## config.mk

```make
export PLATFORM = sky130hd
export DESIGN_NAME = tdm_tx_framer
export DESIGN_NICKNAME = d
export VERILOG_FILES = /design/src/rtl/tdm_tx_pkg.sv /design/src/rtl/tdm_tx_timing.sv /design/src/rtl/tdm_tx_fetch.sv /design/src/rtl/tdm_tx_serializer.sv /design/src/rtl/tdm_tx_framer.sv
export SDC_FILE = /design/constraint.sdc
export NUM_CORES = 1
export LEC_CHECK = 0
export BUFFER_PORTS_ARGS = -buffer_cell sky130_fd_sc_hd__buf_2
export CAP_MARGIN = 25
export CORE_UTILIZATION = 60
export CTS_BUF_LIST = sky130_fd_sc_hd__clkbuf_8
export DETAILED_ROUTE_END_ITERATION = 10
export GPL_ROUTABILITY_DRIVEN = 0
export PLACE_DENSITY = 0.8
export SYNTH_ARGS = -nofsm -noshare
export SYNTH_HDL_FRONTEND = slang
export SYNTH_SLANG_ARGS = --single-unit
```

## constraint.sdc

```tcl
create_clock -name clk -period 17.5 [get_ports clk]
set_input_delay 1.75 -clock clk [delete_from_list [all_inputs] [get_ports clk]]
set_output_delay 1.75 -clock clk [all_outputs]
set_load 0.01 [all_outputs]
```

## src/rtl/tdm_tx_pkg.sv

```systemverilog
package tdm_tx_pkg;

    parameter int MAX_CH   = 8;
    parameter int MAX_SLOT = 32;
    parameter int SMP_W    = MAX_SLOT;

    localparam int CH_W = $clog2(MAX_CH + 1);
    localparam int IDX_W = $clog2(MAX_CH);
    localparam int BW   = $clog2(MAX_SLOT + 1);
    localparam int BI_W = $clog2(MAX_SLOT);
    localparam int FL_W = $clog2(MAX_CH * MAX_SLOT + 1);

    typedef enum logic [1:0] {
        FMT_STD   = 2'd0,
        FMT_MSBJ  = 2'd1,
        FMT_PCM_S = 2'd2,
        FMT_PCM_L = 2'd3
    } fmt_e;

    typedef struct packed {
        fmt_e            fmt;
        logic [CH_W-1:0] chans;
        logic [BW-1:0]   slot_bits;
        logic [BW-1:0]   data_bits;
    } cfg_t;

    function automatic logic [FL_W-1:0] frame_len(cfg_t c);
        return FL_W'(c.chans) * FL_W'(c.slot_bits);
    endfunction

    // Sync level for the data position pos of a frame built with c.
    function automatic logic ws_level(cfg_t c, logic [FL_W-1:0] pos);
        logic [FL_W-1:0] flen;
        logic [FL_W-1:0] half;
        logic [FL_W-1:0] lead;
        flen = frame_len(c);
        half = flen >> 1;
        lead = (pos == flen - FL_W'(1)) ? '0 : pos + FL_W'(1);
        case (c.fmt)
            FMT_STD:   return lead >= half;
            FMT_MSBJ:  return pos < half;
            FMT_PCM_S: return pos == '0;
            default:   return pos < FL_W'(c.slot_bits);
        endcase
    endfunction

endpackage

```

## src/rtl/tdm_tx_timing.sv

```systemverilog
module tdm_tx_timing
    import tdm_tx_pkg::*;
(
    input  logic             clk,
    input  logic             rst,
    input  logic             bclk_fall,
    input  cfg_t             cfg_in,
    output cfg_t             cfg_q,
    output cfg_t             cfg_eff,
    output logic [IDX_W-1:0] nslot,
    output logic [BI_W-1:0]  bit_idx,
    output logic             slot_begin,
    output logic             ws,
    output logic             frame_start
);

    logic [IDX_W-1:0] slot_idx;
    logic [FL_W-1:0]  dpos;
    logic             last_bit;
    logic             last_slot;
    logic             wrap;

    always_comb begin
        last_bit   = (BW'(bit_idx) == cfg_q.slot_bits - BW'(1));
        last_slot  = (CH_W'(slot_idx) == cfg_q.chans - CH_W'(1));
        wrap       = last_bit && last_slot;
        cfg_eff    = wrap ? cfg_in : cfg_q;
        slot_begin = last_bit;
        if (!last_bit)
            nslot = slot_idx;
        else if (last_slot)
            nslot = '0;
        else
            nslot = slot_idx + IDX_W'(1);
    end

    always_ff @(posedge clk) begin
        if (rst) begin
            cfg_q    <= cfg_in;
            slot_idx <= IDX_W'(cfg_in.chans - CH_W'(1));
            bit_idx  <= BI_W'(cfg_in.slot_bits - BW'(1));
            dpos     <= frame_len(cfg_in) - FL_W'(1);
        end else if (bclk_fall) begin
            cfg_q    <= cfg_eff;
            slot_idx <= nslot;
            bit_idx  <= last_bit ? '0 : bit_idx + BI_W'(1);
            dpos     <= wrap ? '0 : dpos + FL_W'(1);
        end
    end

    assign ws          = ws_level(cfg_q, dpos);
    assign frame_start = (dpos == '0);

endmodule

```

## src/rtl/tdm_tx_fetch.sv

```systemverilog
module tdm_tx_fetch
    import tdm_tx_pkg::*;
(
    input  logic             clk,
    input  logic             rst,
    input  logic             load,
    input  logic [IDX_W-1:0] nslot,
    input  logic [CH_W-1:0]  chans_eff,
    input  logic [MAX_CH-1:0] ch_mask,
    input  logic [SMP_W-1:0] smp_data,
    input  logic             smp_ready,
    output logic             smp_req,
    output logic [IDX_W-1:0] smp_slot,
    output logic [SMP_W-1:0] word,
    output logic             word_ok
);

    logic [IDX_W-1:0] pf_slot;
    logic             hold_valid;
    logic [SMP_W-1:0] hold_data;

    assign smp_slot = pf_slot;
    assign smp_req  = !hold_valid && ch_mask[pf_slot];
    // A word handed over on the very edge the slot starts is still in time.
    assign word     = hold_valid ? hold_data : smp_data;
    assign word_ok  = hold_valid || (smp_req && smp_ready);

    always_ff @(posedge clk) begin
        if (rst) begin
            pf_slot    <= '0;
            hold_valid <= 1'b0;
            hold_data  <= '0;
        end else if (load) begin
            hold_valid <= 1'b0;
            pf_slot    <= (CH_W'(nslot) == chans_eff - CH_W'(1)) ? '0 : nslot + IDX_W'(1);
        end else if (smp_req && smp_ready) begin
            hold_data  <= smp_data;
            hold_valid <= 1'b1;
        end
    end

endmodule

```

## src/rtl/tdm_tx_serializer.sv

```systemverilog
module tdm_tx_serializer
    import tdm_tx_pkg::*;
(
    input  logic              clk,
    input  logic              rst,
    input  logic              load,
    input  logic [IDX_W-1:0]  nslot,
    input  logic [MAX_CH-1:0] ch_mask,
    input  logic              lsb_first,
    input  logic [SMP_W-1:0]  word,
    input  logic              word_ok,
    input  logic [BI_W-1:0]   bit_idx,
    input  logic [BW-1:0]     data_bits,
    output logic              sd,
    output logic              underrun
);

    logic [SMP_W-1:0] cur;
    logic             lsb_q;
    logic             slot_on;
    logic [BW-1:0]    pos;
    logic [BW-1:0]    sel;

    assign slot_on = ch_mask[nslot];

    always_ff @(posedge clk) begin
        if (rst) begin
            cur      <= '0;
            lsb_q    <= 1'b0;
            underrun <= 1'b0;
        end else begin
            underrun <= 1'b0;
            if (load) begin
                cur      <= (slot_on && word_ok) ? word : '0;
                lsb_q    <= lsb_first;
                underrun <= slot_on && !word_ok;
            end
        end
    end

    always_comb begin
        pos = BW'(bit_idx);
        sel = lsb_q ? pos : data_bits - BW'(1) - pos;
        if (pos >= data_bits)
            sd = 1'b0;
        else
            sd = cur[sel[BI_W-1:0]];
    end

endmodule

```

## src/rtl/tdm_tx_framer.sv

```systemverilog
module tdm_tx_framer
    import tdm_tx_pkg::*;
(
    input  logic              clk,
    input  logic              rst,
    input  logic              bclk_fall,
    input  logic [1:0]        cfg_fmt,
    input  logic [CH_W-1:0]   cfg_chans,
    input  logic [BW-1:0]     cfg_slot_bits,
    input  logic [BW-1:0]     cfg_data_bits,
    input  logic [MAX_CH-1:0] cfg_ch_mask,
    input  logic              cfg_lsb_first,
    input  logic [SMP_W-1:0]  smp_data,
    input  logic              smp_ready,
    output logic              smp_req,
    output logic [IDX_W-1:0]  smp_slot,
    output logic              ws,
    output logic              sd,
    output logic              frame_start,
    output logic              underrun
);

    cfg_t             cfg_in;
    cfg_t             cfg_q;
    cfg_t             cfg_eff;
    logic [IDX_W-1:0] nslot;
    logic [BI_W-1:0]  bit_idx;
    logic             slot_begin;
    logic             load;
    logic [SMP_W-1:0] word;
    logic             word_ok;

    always_comb begin
        cfg_in.fmt       = fmt_e'(cfg_fmt);
        cfg_in.chans     = cfg_chans;
        cfg_in.slot_bits = cfg_slot_bits;
        cfg_in.data_bits = cfg_data_bits;
    end

    assign load = bclk_fall && slot_begin;

    tdm_tx_timing u_timing (
        .clk         (clk),
        .rst         (rst),
        .bclk_fall   (bclk_fall),
        .cfg_in      (cfg_in),
        .cfg_q       (cfg_q),
        .cfg_eff     (cfg_eff),
        .nslot       (nslot),
        .bit_idx     (bit_idx),
        .slot_begin  (slot_begin),
        .ws          (ws),
        .frame_start (frame_start)
    );

    tdm_tx_fetch u_fetch (
        .clk       (clk),
        .rst       (rst),
        .load      (load),
        .nslot     (nslot),
        .chans_eff (cfg_eff.chans),
        .ch_mask   (cfg_ch_mask),
        .smp_data  (smp_data),
        .smp_ready (smp_ready),
        .smp_req   (smp_req),
        .smp_slot  (smp_slot),
        .word      (word),
        .word_ok   (word_ok)
    );

    tdm_tx_serializer u_ser (
        .clk       (clk),
        .rst       (rst),
        .load      (load),
        .nslot     (nslot),
        .ch_mask   (cfg_ch_mask),
        .lsb_first (cfg_lsb_first),
        .word      (word),
        .word_ok   (word_ok),
        .bit_idx   (bit_idx),
        .data_bits (cfg_q.data_bits),
        .sd        (sd),
        .underrun  (underrun)
    );

endmodule

```

==> results.md <==
* Hold slack at 461 ps
* Req. time, crit path at 15750 ps
* RSZ-0062 raised after global routing: no
* WS Path Type: reg -> out
* Vias at 6366
* Fin. Hold Viols at 0
* Gate Count Post-Synth at 879
* Detail Route Antenna Nets at 0
* Final WL at 17400 um
* Met2 WL at 7790 um
* Register Area at 2450 um^2
* Largest stage delay, worst path at 590 ps
* Yosys cell types at 85
* Met3 WL at 940 um
* Critical path's top delay family: adder cells
* Synth area leaders: dfxtp_1 17%, edfxtp_1 13%, ha_1 10%
* Fmax at 0.124 GHz
* Buf+Inv Stages, Crit Path at 3
* Warnings from Yosys at 0
* Least-Margin Pin Slew at 879 ps
* Tot Pwr at 818 uW
* Top-count cell post-synth: nand2_1
* Max-slew headroom at 40.2%
* Static leakage at 0.00376 uW
* Total gr overflow at 0
* Io pins at 71
* Drt drc at 0
* HP Class: reg -> reg
* Crit-path cells: nand2_1 > fa_1 > inv_1 > fa_1 > inv_1 > fa_1 > xor2_1 > nand3_1 > xnor2_1 > mux2i_1 > mux2_2 > o311a_1 > o31a_1 > nor2_1 > ha_1 > a21o_1 > a21oi_1 > o21ai_0 > a21o_1 > a21o_1 > a21oi_1 > o311ai_0 > and3_1 > buf_2
* Max_cap viols at 0
* Outcome: complete, no violations
* H-tree level count at 3
* Die width at 119 um
* Pins Over Slew Limit at 0
* Register area share after synthesis at 30.0%
* Ys async rst share at 0%
* Post-cts resize count at 0
* CP Launch Type: register
* Die Y at 119 um
* Cell Rows at 42
* Layout cells sized above 1 at 17.8%
* Met1 wire length at 8350 um
* Post-CTS setup buffers at 0
* DR top layer: met4
* Die area at 14100 um^2
* Top cells by count, synth: 120 x nand2_1, 70 x dfxtp_1, 68 x ha_1
* Crit path time final at 8070 ps
* Post-CTS Hold Fix Bufs at 0
* Root buf cell: clkbuf_8
* Syn_nets at 1028
* Period utilisation layout at 46.1%
* Avg WL per Cell at 15.8 um
* Final setup fails at 0
* Largest area contributor in the netlist: dfxtp_1
* Core area at 13200 um^2
* Post-synthesis average cell area at 9.29 um^2
* Setup WS post-layout at 9430 ps
* Most common flop cell mapped by yosys: dfxtp_1
* Number of enable flip-flop cells after synthesis at 35
* First-pass GRT wire length at 29400 um
* Worst-path maximum fanout at 12
* FF+latch count, synth at 105
* Diodes inserted at 0
* Clock sink count at 105
* Master of the slowest instance on the critical path: edfxtp_1
* Final-layout fill cell count at 1141
* Initial antenna violation count at 0
* CTS Buffer Depth at 2
* Largest net degree at the start of global routing at 70
* Dpl cells at 1081
* CP Capture Type: output pin
* Latest clock arrival within the worst-skew pair at 390 ps
* Synth top area share at 17.2%
* Multi-input logic area at 5090 um^2
* Mapped cell area at 8170 um^2
* CTS tree: done
* Dpl hpwl at 13000 um
* Via density at 5.80
* Layout area overhead at 6.14%
* I/O Buffers at 70
* Clock slew seen by the registers of the worst setup and hold paths at 100 ps
* Pre-CTS WS at 9870 ps
* First drt pass iteration count at 5
* Vias in the first global route at 6142
* Pwr Density at 94.3 nW/um^2
* CTS Buf Count at 9
* Gr usage total at 25.6%
* Non-Filler Instances at 1098
* Initial Util at 61.7%
* Final nets at 1066
* Critical path arrival at 6320 ps
* Worst vdd ir at 0.0000682 V
* Skew final at 14.9 ps
* DR iter-0 viols at 511
* Total negative slack at 0 ps
-- kinds of logic (layout without fill, tap and decap cells) --
family	after synthesis	count (layout)	synth area share, %
buffers and inverters	117	160	7.59
muxes	27	27	4.93
AOI/OAI and AO/OA	212	212	19.5
DFF	105	105	30.0
and+or+nand+nor	273	273	16.5
adders and majority gates	86	86	14.8
xor gates and xnor gates	59	59	6.65
-- path summary, 6_finish.rpt --
path                                             from                    end  slack [ps]  depth (start not counted)
worst min register to register  u_fetch.hold_data[25]  u_fetch.hold_data[25]         460                          2
worst min-delay path            u_fetch.hold_data[25]  u_fetch.hold_data[25]         460                          2
worst max register to register     u_timing.cfg_q[12]    u_fetch.smp_slot[1]       13290                         14
worst max-delay path               u_timing.cfg_q[15]                     ws        9430                         24
-- where the power goes --
part	switching, uW	total, uW	internal (uW)	leakage [uW]
Clock	95.6	153	57.8	0.000100
Combinational	194	354	160	0.00274
Sequential	34.4	310	275	0.000920
-- per-stage QoR --
stage,utilization (%),cell area [um^2]
2_1_floorplan,-,8170
3_3_place_gp,63.7,8430
3_5_place_dp,63.9,8460
4_1_cts,65.4,8660
5_1_grt,65.4,8670
6_report,65.4,8670
-- worst min-delay path, cell delays in order, from the launching register on --
cell and delay [ps]:
dfxtp_1 320, nand2_1 50, a21oi_1 50
-- state kept, by name (all words and copies together) (netlist names) --
signal / cells
u_timing.cfg_q: 18
u_fetch.hold_data: 32
u_fetch.hold_valid: 1
u_timing.dpos: 9
u_ser.lsb_q: 1
u_ser.cur: 32
u_ser.underrun: 1
u_timing.slot_idx: 3
u_timing.bit_idx: 5
u_fetch.smp_slot: 3
-- cell type report --
class | instances | share of cell area [%]
Tap cell | 176 | 2.54
Clock buffer | 9 | 1.43
Timing Repair Buffer | 80 | 5.14
Inverter | 64 | 2.93
Sequential cell | 105 | 28.3
Multi-Input combinational cell | 657 | 58.8
Clock inverter | 7 | 0.895
-- cell usage in the layout (no fill, tap or decap), types with 10 or more instances in the layout --
master / Yosys / layout
nand2_1: 120 / 120
buf_2: 5 / 70
dfxtp_1: 70 / 70
ha_1: 68 / 68
inv_1: 63 / 63
a21oi_1: 62 / 62
nor2_1: 51 / 51
a22o_1: 38 / 38
edfxtp_1: 35 / 35
xnor2_1: 34 / 34
a22o_2: 28 / 28
nor2b_1: 23 / 23
xor2_1: 23 / 23
fa_1: 18 / 18
o21ai_0: 15 / 15
mux2i_1: 13 / 13
nand3_1: 12 / 12
and2_1: 12 / 12
a21o_1: 12 / 12
mux4_2: 10 / 10
-- metal layers --
layer	global-route usage (%)	vias up
met2	39.9	180
met5	0	-
met1	36.1	2979
met4	7.52	0
li1	-	3182
met3	4.78	25
(Power assumes the default switching activity.)
